===== src/rtl/seg_xlate_pkg.sv =====
package seg_xlate_pkg;

  typedef enum logic [1:0] {
    ACC_RD  = 2'd0,
    ACC_WR  = 2'd1,
    ACC_EX  = 2'd2,
    ACC_RSV = 2'd3
  } acc_e;

  typedef enum logic [2:0] {
    FLT_NONE = 3'd0,
    FLT_SEG  = 3'd1,
    FLT_INV  = 3'd2,
    FLT_LIM  = 3'd3,
    FLT_PERM = 3'd4
  } flt_e;

  localparam int PERM_RD = 0;
  localparam int PERM_WR = 1;
  localparam int PERM_EX = 2;
  localparam int PERM_W  = 3;

endpackage


===== src/rtl/seg_rst_sync.sv =====
module seg_rst_sync (
  input  logic clk,
  input  logic arst_n,
  output logic srst_n
);

  logic [1:0] stage_q;

  always_ff @(posedge clk or negedge arst_n) begin
    if (!arst_n) begin
      stage_q <= 2'b00;
    end else begin
      stage_q <= {stage_q[0], 1'b1};
    end
  end

  assign srst_n = stage_q[1];

endmodule


===== src/rtl/seg_table.sv =====
module seg_table
  import seg_xlate_pkg::*;
#(
  parameter int N_SEG = 16,
  parameter int SEG_W = 4,
  parameter int PA_W  = 20,
  parameter int LIM_W = 13
) (
  input  logic              clk,
  input  logic              rst_n,
  input  logic              wr_en,
  input  logic [SEG_W-1:0]  wr_idx,
  input  logic [PA_W-1:0]   wr_base,
  input  logic [LIM_W-1:0]  wr_limit,
  input  logic              wr_valid,
  input  logic [PERM_W-1:0] wr_perm,
  input  logic              wr_ref,
  input  logic              wr_mod,
  input  logic [SEG_W-1:0]  lk_idx,
  output logic [PA_W-1:0]   lk_base,
  output logic [LIM_W-1:0]  lk_limit,
  output logic              lk_valid,
  output logic [PERM_W-1:0] lk_perm,
  input  logic              upd_en,
  input  logic [SEG_W-1:0]  upd_idx,
  input  logic              upd_mod,
  input  logic [SEG_W-1:0]  st_idx,
  output logic              st_ref,
  output logic              st_mod
);

  logic [PA_W-1:0]   base_q  [N_SEG];
  logic [PA_W-1:0]   base_d  [N_SEG];
  logic [LIM_W-1:0]  lim_q   [N_SEG];
  logic [LIM_W-1:0]  lim_d   [N_SEG];
  logic [PERM_W-1:0] perm_q  [N_SEG];
  logic [PERM_W-1:0] perm_d  [N_SEG];
  logic [N_SEG-1:0]  valid_q, valid_d;
  logic [N_SEG-1:0]  ref_q,   ref_d;
  logic [N_SEG-1:0]  mod_q,   mod_d;
  logic [N_SEG-1:0]  wr_hit, upd_hit, ent_ce;

  // per-slot decode of the two update sources
  for (genvar g = 0; g < N_SEG; g++) begin : g_hit
    assign wr_hit[g]  = wr_en  && (wr_idx  == SEG_W'(g));
    assign upd_hit[g] = upd_en && (upd_idx == SEG_W'(g));
    assign ent_ce[g]  = wr_hit[g] || upd_hit[g];
  end

  // next state: software load first, status merge on top
  always_comb begin
    for (int i = 0; i < N_SEG; i++) begin
      base_d[i]  = base_q[i];
      lim_d[i]   = lim_q[i];
      perm_d[i]  = perm_q[i];
      valid_d[i] = valid_q[i];
      ref_d[i]   = ref_q[i];
      mod_d[i]   = mod_q[i];
      if (wr_hit[i]) begin
        base_d[i]  = wr_base;
        lim_d[i]   = wr_limit;
        perm_d[i]  = wr_perm;
        valid_d[i] = wr_valid;
        ref_d[i]   = wr_ref;
        mod_d[i]   = wr_mod;
      end
      if (upd_hit[i]) begin
        ref_d[i] = 1'b1;
        if (upd_mod) begin
          mod_d[i] = 1'b1;
        end
      end
    end
  end

  always_ff @(posedge clk or negedge rst_n) begin
    if (!rst_n) begin
      for (int i = 0; i < N_SEG; i++) begin
        base_q[i] <= '0;
        lim_q[i]  <= '0;
        perm_q[i] <= '0;
      end
      valid_q <= '0;
      ref_q   <= '0;
      mod_q   <= '0;
    end else begin
      for (int i = 0; i < N_SEG; i++) begin
        if (ent_ce[i]) begin
          base_q[i]  <= base_d[i];
          lim_q[i]   <= lim_d[i];
          perm_q[i]  <= perm_d[i];
          valid_q[i] <= valid_d[i];
          ref_q[i]   <= ref_d[i];
          mod_q[i]   <= mod_d[i];
        end
      end
    end
  end

  // lookup sees a same-cycle software write
  logic lk_fwd;
  assign lk_fwd   = wr_en && (wr_idx == lk_idx);
  assign lk_base  = lk_fwd ? wr_base  : base_q[lk_idx];
  assign lk_limit = lk_fwd ? wr_limit : lim_q[lk_idx];
  assign lk_valid = lk_fwd ? wr_valid : valid_q[lk_idx];
  assign lk_perm  = lk_fwd ? wr_perm  : perm_q[lk_idx];

  assign st_ref = ref_q[st_idx];
  assign st_mod = mod_q[st_idx];

  // a status update always leaves the flag set in the slot it names
  a_r7_ref_set: assert property (@(posedge clk) disable iff (!rst_n)
    upd_en |=> ref_q[$past(upd_idx)]);

  a_r7_mod_set: assert property (@(posedge clk) disable iff (!rst_n)
    (upd_en && upd_mod) |=> mod_q[$past(upd_idx)]);

endmodule


===== src/rtl/seg_check.sv =====
module seg_check
  import seg_xlate_pkg::*;
#(
  parameter int SEG_W = 4,
  parameter int OFF_W = 12,
  parameter int PA_W  = 20,
  parameter int LEN_W = 5,
  parameter int LIM_W = 13
) (
  input  logic [LEN_W-1:0]  len,
  input  logic [SEG_W-1:0]  seg,
  input  logic [OFF_W-1:0]  off,
  input  acc_e              acc,
  input  logic [PA_W-1:0]   base,
  input  logic [LIM_W-1:0]  limit,
  input  logic              valid,
  input  logic [PERM_W-1:0] perm,
  output flt_e              fault,
  output logic [PA_W-1:0]   paddr
);

  logic seg_bad, lim_bad, perm_ok;

  assign seg_bad = (LEN_W'(seg) >= len);
  assign lim_bad = (LIM_W'(off) >= limit);

  always_comb begin
    unique case (acc)
      ACC_RD:  perm_ok = perm[PERM_RD];
      ACC_WR:  perm_ok = perm[PERM_WR];
      ACC_EX:  perm_ok = perm[PERM_EX];
      default: perm_ok = 1'b0;
    endcase
  end

  // fixed priority of causes
  always_comb begin
    if (seg_bad) begin
      fault = FLT_SEG;
    end else if (!valid) begin
      fault = FLT_INV;
    end else if (lim_bad) begin
      fault = FLT_LIM;
    end else if (!perm_ok) begin
      fault = FLT_PERM;
    end else begin
      fault = FLT_NONE;
    end
  end

  assign paddr = (fault == FLT_NONE) ? (base + PA_W'(off)) : '0;

endmodule


===== src/rtl/seg_xlate.sv =====
module seg_xlate
  import seg_xlate_pkg::*;
#(
  parameter int N_SEG = 16,
  parameter int OFF_W = 12,
  parameter int PA_W  = 20,
  localparam int SEG_W = $clog2(N_SEG),
  localparam int LEN_W = SEG_W + 1,
  localparam int LIM_W = OFF_W + 1
) (
  input  logic             clk,
  input  logic             rst_n,
  input  logic             tbl_we,
  input  logic [SEG_W-1:0] tbl_idx,
  input  logic [PA_W-1:0]  tbl_base,
  input  logic [LIM_W-1:0] tbl_limit,
  input  logic             tbl_valid,
  input  logic [2:0]       tbl_perm,
  input  logic             tbl_ref,
  input  logic             tbl_mod,
  input  logic             len_we,
  input  logic [LEN_W-1:0] len_val,
  input  logic             req_valid,
  output logic             req_ready,
  input  logic [SEG_W-1:0] req_seg,
  input  logic [OFF_W-1:0] req_off,
  input  logic [1:0]       req_acc,
  output logic             rsp_valid,
  output logic [PA_W-1:0]  rsp_paddr,
  output logic [2:0]       rsp_fault,
  input  logic [SEG_W-1:0] st_idx,
  output logic             st_ref,
  output logic             st_mod
);

  logic rst_int_n;

  seg_rst_sync u_rst (
    .clk    (clk),
    .arst_n (rst_n),
    .srst_n (rst_int_n)
  );

  // acceptance
  logic ready_q, fire;

  always_ff @(posedge clk or negedge rst_int_n) begin
    if (!rst_int_n) begin
      ready_q <= 1'b0;
    end else begin
      ready_q <= 1'b1;
    end
  end

  assign req_ready = ready_q;
  assign fire      = req_valid && ready_q;

  // length register, forwarded to a same-cycle lookup
  logic [LEN_W-1:0] len_q, len_eff;

  assign len_eff = len_we ? len_val : len_q;

  always_ff @(posedge clk or negedge rst_int_n) begin
    if (!rst_int_n) begin
      len_q <= '0;
    end else if (len_we) begin
      len_q <= len_val;
    end
  end

  // table and checks
  logic [PA_W-1:0]   lk_base;
  logic [LIM_W-1:0]  lk_limit;
  logic              lk_valid;
  logic [PERM_W-1:0] lk_perm;
  flt_e              chk_fault;
  logic [PA_W-1:0]   chk_paddr;
  acc_e              acc;
  logic              upd_en, upd_mod;

  assign acc     = acc_e'(req_acc);
  assign upd_en  = fire && (chk_fault == FLT_NONE);
  assign upd_mod = (acc == ACC_WR);

  seg_table #(
    .N_SEG (N_SEG),
    .SEG_W (SEG_W),
    .PA_W  (PA_W),
    .LIM_W (LIM_W)
  ) u_table (
    .clk      (clk),
    .rst_n    (rst_int_n),
    .wr_en    (tbl_we),
    .wr_idx   (tbl_idx),
    .wr_base  (tbl_base),
    .wr_limit (tbl_limit),
    .wr_valid (tbl_valid),
    .wr_perm  (tbl_perm),
    .wr_ref   (tbl_ref),
    .wr_mod   (tbl_mod),
    .lk_idx   (req_seg),
    .lk_base  (lk_base),
    .lk_limit (lk_limit),
    .lk_valid (lk_valid),
    .lk_perm  (lk_perm),
    .upd_en   (upd_en),
    .upd_idx  (req_seg),
    .upd_mod  (upd_mod),
    .st_idx   (st_idx),
    .st_ref   (st_ref),
    .st_mod   (st_mod)
  );

  seg_check #(
    .SEG_W (SEG_W),
    .OFF_W (OFF_W),
    .PA_W  (PA_W),
    .LEN_W (LEN_W),
    .LIM_W (LIM_W)
  ) u_check (
    .len   (len_eff),
    .seg   (req_seg),
    .off   (req_off),
    .acc   (acc),
    .base  (lk_base),
    .limit (lk_limit),
    .valid (lk_valid),
    .perm  (lk_perm),
    .fault (chk_fault),
    .paddr (chk_paddr)
  );

  // response register
  logic            rsp_valid_q, rsp_valid_d;
  logic [PA_W-1:0] rsp_paddr_q, rsp_paddr_d;
  logic [2:0]      rsp_fault_q, rsp_fault_d;

  always_comb begin
    rsp_valid_d = fire;
    rsp_paddr_d = rsp_paddr_q;
    rsp_fault_d = rsp_fault_q;
    if (fire) begin
      rsp_paddr_d = chk_paddr;
      rsp_fault_d = chk_fault;
    end
  end

  always_ff @(posedge clk or negedge rst_int_n) begin
    if (!rst_int_n) begin
      rsp_valid_q <= 1'b0;
      rsp_paddr_q <= '0;
      rsp_fault_q <= '0;
    end else begin
      rsp_valid_q <= rsp_valid_d;
      rsp_paddr_q <= rsp_paddr_d;
      rsp_fault_q <= rsp_fault_d;
    end
  end

  assign rsp_valid = rsp_valid_q;
  assign rsp_paddr = rsp_paddr_q;
  assign rsp_fault = rsp_fault_q;

  // one response per accepted request, none otherwise
  a_r2_rsp_follows: assert property (@(posedge clk) disable iff (!rst_int_n)
    fire |=> rsp_valid);

  a_r2_no_spurious: assert property (@(posedge clk) disable iff (!rst_int_n)
    !fire |=> !rsp_valid);

  // out-of-range segment number always reports code 1
  a_r3_seg_range: assert property (@(posedge clk) disable iff (!rst_int_n)
    (fire && (LEN_W'(req_seg) >= len_eff)) |=> (rsp_fault == 3'd1));

  // a faulted response carries no address
  a_r8_fault_zero: assert property (@(posedge clk) disable iff (!rst_int_n)
    (rsp_valid && (rsp_fault != 3'd0)) |-> (rsp_paddr == '0));

  // nothing is accepted before the block is ready
  a_r1_quiet_reset: assert property (@(posedge clk) disable iff (!rst_int_n)
    !req_ready |=> !rsp_valid);

endmodule


===== config.mk =====
export PLATFORM = sky130hd
export DESIGN_NAME = seg_xlate
export DESIGN_NICKNAME = d
export VERILOG_FILES = /design/src/rtl/seg_xlate_pkg.sv /design/src/rtl/seg_rst_sync.sv /design/src/rtl/seg_table.sv /design/src/rtl/seg_check.sv /design/src/rtl/seg_xlate.sv
export SDC_FILE = /design/constraint.sdc
export NUM_CORES = 1
export LEC_CHECK = 0
export BUFFER_PORTS_ARGS = -buffer_cell sky130_fd_sc_hd__buf_4
export CORE_MARGIN = 10
export CORE_UTILIZATION = 50
export CTS_BUF_LIST = sky130_fd_sc_hd__clkbuf_16
export CTS_CLUSTER_SIZE = 40
export DETAILED_ROUTE_END_ITERATION = 10
export GPL_TIMING_DRIVEN = 0
export PLACE_DENSITY_LB_ADDON = 0.05
export SYNTH_ARGS = -nofsm -noshare
export SYNTH_HDL_FRONTEND = slang
export SYNTH_SLANG_ARGS = --single-unit

===== constraint.sdc =====
create_clock -name clk -period 23.1 [get_ports clk]
set_clock_uncertainty 0.15 [all_clocks]
set_input_delay 3.465 -clock clk [delete_from_list [all_inputs] [get_ports clk]]
set_output_delay 3.465 -clock clk [all_outputs]
set_load 0.1 [all_outputs]

Word-level counts from Yosys, hierarchy flattened. Cells that the tools add are included. Widths: inputs -> output; s select.

Bits in registers: 656. Input bits: 75. Logic and storage cells: 351. Output and inout port bits: 27.

Eq/ne operators: 33. Reduce and logical (&&, ||, !) cells: 103. $lt $le $gt $ge: 5. Bitwise operators: 1. Multiplexer cells: 106. Add/subtract/negate cells: 1.

Operator list (count): $mux 1 (84); $bmux 20 s4 (1); $mux 20 (4); $eq 4x4->1 const B (16); $reduce_and 2->1 (32); $bmux 13 s4 (1); $mux 13 (3); $logic_and 1x1->1 (35); $eq 4x3->1 const B (8); $reduce_bool 2->1 (16); $mux 3 (7); $add 20x12->20 (1); $eq 4x2->1 const B (4); $logic_or 1x1->1 (16); $ge 12x13->1 (1); $bmux 1 s4 (3); $bmux 3 s4 (1); $lt 4x5->1 const B (2); $eq 4x1->1 const B (2); $logic_not 4->1 (2); $ge 4x5->1 (1); $ge 5x5->1 const B (1); $mux 5 (1); $not 4->5 (1); other kinds (6) (6).

Depth between registers and ports, before layout.
Depth in word-level cells: 15. Mapped depth: 22. Mapped depth without buffers: 15.

By module. From an unflattened synthesis, not the netlist that was laid out.

Cell total of the unflattened synthesis: 2080. Area total of the unflattened synthesis: 31207.4 sq um.

Modules (own cells, without submodules): seg_table (area each 28554.9 sq um, instances 1, cells an instance 1809); seg_check (area each 1416.4 sq um, instances 1, cells an instance 203); seg_xlate (area each 1182.4 sq um, instances 1, cells an instance 65); seg_rst_sync (area each 53.8 sq um, instances 1, cells an instance 3).

Worst setup path before layout. OpenSTA, ideal clock, no wires.

Path kind: input to output. Start: input st_idx[0]. End: output st_mod. Slack: 14.300 ns. Buffers on the path: 1. Arrival time: 5.185 ns. Stages on the path: 3. Cells stage by stage: clkbuf_1 mux4_2 mux4_2.

Word-level cells in the longest chain between the ends: 2.

RTL lines: start, declared (RTL line seg_xlate.sv:31) `input logic [SEG_W-1:0] st_idx,`; $bmux 1 s4 (RTL line seg_table.sv:109) `assign st_mod = mod_q[st_idx];`; $mux 1 (not written as such) (RTL line seg_table.sv:109); end, declared (RTL line seg_xlate.sv:33) `output logic st_mod`.

No other way between the ends. The select of a mux whose other input is x is not followed.

Final worst setup path.
Start: input req_seg[1]. End: register rsp_paddr_q[14] (netlist: rsp_paddr[14]).

Word-level cells in the longest chain between the ends: 12. Elaborated cells on any way between the ends: 28. Classes of those cells: add/sub (1); order compare (2); eq/ne (1); mux (21); bitwise (1); reduce/logical (2).

RTL lines: start, declared (RTL line seg_xlate.sv:25) `input logic [SEG_W-1:0] req_seg,`; parallel branches: the longest is 11 deep, another holds $ge 12x13->1; $mux 20 (*) (RTL line seg_check.sv:51) `assign paddr = (fault == FLT_NONE) ? (base + PA_W'(off)) : '0;`; end signal, assigned (RTL line seg_xlate.sv:155) `rsp_paddr_q <= rsp_paddr_d;`; end, declared (RTL line seg_xlate.sv:135) `logic [PA_W-1:0] rsp_paddr_q, rsp_paddr_d;`.

Every way passes the cells marked *. The select of a mux whose other input is x is not followed. A chain may end at the register's enable or synchronous reset.

==> load_flow_metrics.sql <==
INSERT INTO impl_metrics (metric_group, metric, value, unit) VALUES
('cts', 'ctsLongestPathBuffers', '3', ''),
('timing', 'setup_viol', '0', ''),
('floorplan', 'initial_core_util', '50.3', '%'),
('floorplan', 'row_count', '91', ''),
('timing', 'worst_pin_slew', '1240', 'ps'),
('worst_setup_path', 'critical_path_class', 'input pin to flip-flop', ''),
('job', 'drv_cap', '0', ''),
('yosys', 'synthTopCellsByArea', 'sky130_fd_sc_hd__dfrtp_1 53%, sky130_fd_sc_hd__mux2_2 21%, sky130_fd_sc_hd__mux4_2 12%, sky130_fd_sc_hd__mux4_1 2.6%, sky130_fd_sc_hd__mux2i_1 1.7%', ''),
('placement', 'port-buffer-count', '94', ''),
('cts', 'clkLatencyLatePin', '610', 'ps'),
('global_routing', 'antenna_violations_before_repair', '2', ''),
('yosys', 'synth_enable_flop_cells', '0', ''),
('yosys', 'synthMostInstantiatedCell', 'sky130_fd_sc_hd__dfrtp_1', ''),
('placement', 'pre_cts_ws', '12820', 'ps'),
('layout', 'fin_util', '57.1', '%'),
('placement', 'gpl.final_weighted_congestion', '0.869', ''),
('pwr', 'power_leakage', '15.3', 'nW'),
('yosys', 'ys_async_sr_fraction', '100', '%'),
('drt', 'route.detailed.vias_per_inst', '6.07', ''),
('yosys', 'post-synth-top-area-cell', 'sky130_fd_sc_hd__dfrtp_1', ''),
('yosys', 'postSynthCellCount', '2009', ''),
('cts', 'holdBufCountCts', '0', ''),
('placement', 'placed_cell_area', '32900', 'sq um'),
('cts', 'cts.root.buffer_cell', 'sky130_fd_sc_hd__clkbuf_16', ''),
('global_routing', 'grt_usage', '23.9', '%'),
('yosys', 'synth_cell_type_count', '54', ''),
('pwr', 'vdd.ir_drop.worst', '0.0541', 'mV'),
('yosys', 'synth-seq-cells', '656', ''),
('run_status', 'status', 'completed', ''),
('pwr', 'report.power.total', '3.35', 'mW'),
('yosys', 'synth.yosys.warnings', '0', ''),
('worst_setup_path', 'crit_path_start_kind', 'input pin', ''),
('worst_setup_path', 'critical_path.endpoint_type', 'flip-flop', ''),
('timing', 'grt_setup_unrepaired', 'no', ''),
('layout', 'final_layout_size_suffix_gt1_share', '44.0', '%'),
('layout', 'finalNetCount', '2293', ''),
('drt', 'drt_first_iter_violations', '1272', ''),
('cts', 'cts-buffers-inserted', '73', ''),
('timing', 'max_slew_margin', '17.5', '%'),
('yosys', 'synthesis.area_per_instance', '15.4', 'sq um'),
('worst_setup_path', 'crit_arrival', '10040', 'ps'),
('worst_setup_path', 'crit_required', '23470', 'ps'),
('floorplan', 'pin_count', '102', ''),
('cts', 'ctsHtreeMaxLevel', '3', ''),
('timing', 'final_max_slew_viol_count', '0', ''),
('drt', 'firstDrtPassIters', '5', ''),
('timing', 'final_critical_path_required_period', '9670', 'ps'),
('yosys', 'commonest_cells_post_synth', '656 x sky130_fd_sc_hd__dfrtp_1, 589 x sky130_fd_sc_hd__mux2_2, 159 x sky130_fd_sc_hd__mux4_2', ''),
('worst_setup_path', 'worst-path-max-fanout', '10', ''),
('yosys', 'synth_largest_type_area_fraction', '53.1', '%'),
('floorplan', 'placeableCoreArea', '61500', 'sq um'),
('floorplan', 'die_width', '269', 'um'),
('timing', 'max_freq', '103', 'MHz'),
('drt', 'detail_route.wirelength', '84100', 'um'),
('global_routing', 'grt_max_degree', '73', ''),
('drt', 'final_antenna_net_count', '0', ''),
('placement', 'place_hpwl', '57400', 'um'),
('hold_path', 'hold_class', 'flip-flop to flip-flop', ''),
('drt', 'drt-wirelength-per-cell', '27.7', 'um'),
('cts', 'post_cts_resized', '0', ''),
('cts', 'cts.reportedPaths.clkPinSlew', '60', 'ps'),
('timing', 'min_period_over_period', '41.9', '%'),
('global_routing', 'grt_pass1_vias', '19900', ''),
('layout', 'syn2layout_area_growth', '13.6', '%'),
('floorplan', 'chipHeight', '269', 'um'),
('cts', 'cts_sinks', '656', ''),
('global_routing', 'globalRouteOverflowTotal', '0', ''),
('timing', 'hold_violations', '0', ''),
('layout', 'postLayoutCellArea', '35100', 'sq um'),
('placement', 'placed_cells_incl_taps', '2904', ''),
('yosys', 'syn_area', '30900', 'sq um');
## state kept, by name (all words and copies together), names as in the netlist
name             cells
u_table.perm_q      48
req_ready            1
rsp_fault            3
rsp_valid            1
u_table.ref_q       16
u_table.lim_q      208
u_table.mod_q       16
u_table.valid_q     16
u_rst.stage_q        2
rsp_paddr           20
len_q                5
u_table.base_q     320
## power by group
group,switching [mW],total (mW),internal (mW)
Clock,0.464,1.09,0.621
Sequential,0.127,1.54,1.41
Combinational,0.327,0.728,0.400
## critical path: stages
cell and delay, ps:
sky130_fd_sc_hd__buf_4 80, sky130_fd_sc_hd__buf_4 180, sky130_fd_sc_hd__buf_4 240, sky130_fd_sc_hd__buf_4 250, sky130_fd_sc_hd__buf_4 270, sky130_fd_sc_hd__clkbuf_1 420, sky130_fd_sc_hd__buf_1 900, sky130_fd_sc_hd__mux4_2 440
sky130_fd_sc_hd__mux4_2 510, sky130_fd_sc_hd__nand2_1 80, sky130_fd_sc_hd__nand2_1 110, sky130_fd_sc_hd__ha_1 250, sky130_fd_sc_hd__fa_1 540, sky130_fd_sc_hd__a211oi_1 350, sky130_fd_sc_hd__o21ai_0 210, sky130_fd_sc_hd__a311oi_1 490
sky130_fd_sc_hd__o21ai_0 540, sky130_fd_sc_hd__nand3_1 250, sky130_fd_sc_hd__xnor2_1 140, sky130_fd_sc_hd__mux2i_1 110, sky130_fd_sc_hd__o21ai_0 170
## final timing paths
path,start,end,slack (ps),cells past startpoint
max,req_seg[1],rsp_paddr[14],13430,21
min,u_rst.stage_q[0],u_rst.stage_q[1],200,0
max reg2reg,u_table.base_q[160],rsp_paddr[14],18260,14
min reg2reg,u_rst.stage_q[0],u_rst.stage_q[1],200,0
max in group asynchronous,rst_n,u_rst.stage_q[1],20230,1
min in group asynchronous,u_rst.stage_q[1],u_table.lim_q[32],210,0
## layout by cell type (no fill, tap or decap), types with 7 or more instances in the layout
master,instances
sky130_fd_sc_hd__a21oi_1,13
sky130_fd_sc_hd__clkbuf_1,69
sky130_fd_sc_hd__mux4_2,159
sky130_fd_sc_hd__xnor2_1,10
sky130_fd_sc_hd__nand2b_1,12
sky130_fd_sc_hd__mux4_1,31
sky130_fd_sc_hd__clkbuf_16,79
sky130_fd_sc_hd__buf_16,10
sky130_fd_sc_hd__buf_1,65
sky130_fd_sc_hd__nor2b_1,7
sky130_fd_sc_hd__mux2_2,589
sky130_fd_sc_hd__mux2i_1,53
sky130_fd_sc_hd__o21ai_0,26
sky130_fd_sc_hd__inv_1,30
sky130_fd_sc_hd__buf_2,14
sky130_fd_sc_hd__dfrtp_1,655
sky130_fd_sc_hd__xor2_1,11
sky130_fd_sc_hd__nand2_1,96
sky130_fd_sc_hd__ha_1,28
sky130_fd_sc_hd__clkinv_1,17
sky130_fd_sc_hd__o31ai_1,34
sky130_fd_sc_hd__nor2_1,24
sky130_fd_sc_hd__buf_4,103
sky130_fd_sc_hd__nand3_1,7
sky130_fd_sc_hd__clkinv_2,10
sky130_fd_sc_hd__o21ai_1,13
## kinds of logic (layout without fill, tap and decap cells)
group	Yosys count	after routing	synth area share, %
muxes	833	833	37.5
DFF	656	656	53.1
buffers and inverters	181	412	2.68
and+or+nand+nor	169	169	2.42
AOI/OAI and AO/OA	119	119	2.51
adders and majority gates	29	29	1.20
xor gates and xnor gates	21	21	0.595
other	1	5	0.0121
## metal layers
| metal | wire length [um] | GRT usage [%] | part of all wire (%) | vias to the layer above |
|---|---|---|---|---|
| met5 | 0 | 0 | 0 | - |
| met4 | 2570 | 8.44 | 3.1 | 0 |
| met3 | 4110 | 3.82 | 4.9 | 127 |
| met2 | 38700 | 37.1 | 46 | 420 |
| met1 | 38700 | 34.0 | 46 | 9975 |
| li1 | - | - | - | 7891 |
## cell type report
cell class | count | area, sq um
antenna | 3 | 7.51
buffer | 169 | 783
clock buffer | 79 | 1980
clock inverter | 48 | 224
fill | 4931 | 26400
inverter | 12 | 45.0
multi-input combinational | 1173 | 13700
sequential | 656 | 16400
tap | 790 | 988
timing repair buffer | 104 | 981
Power figures use the tool's default switching activity.
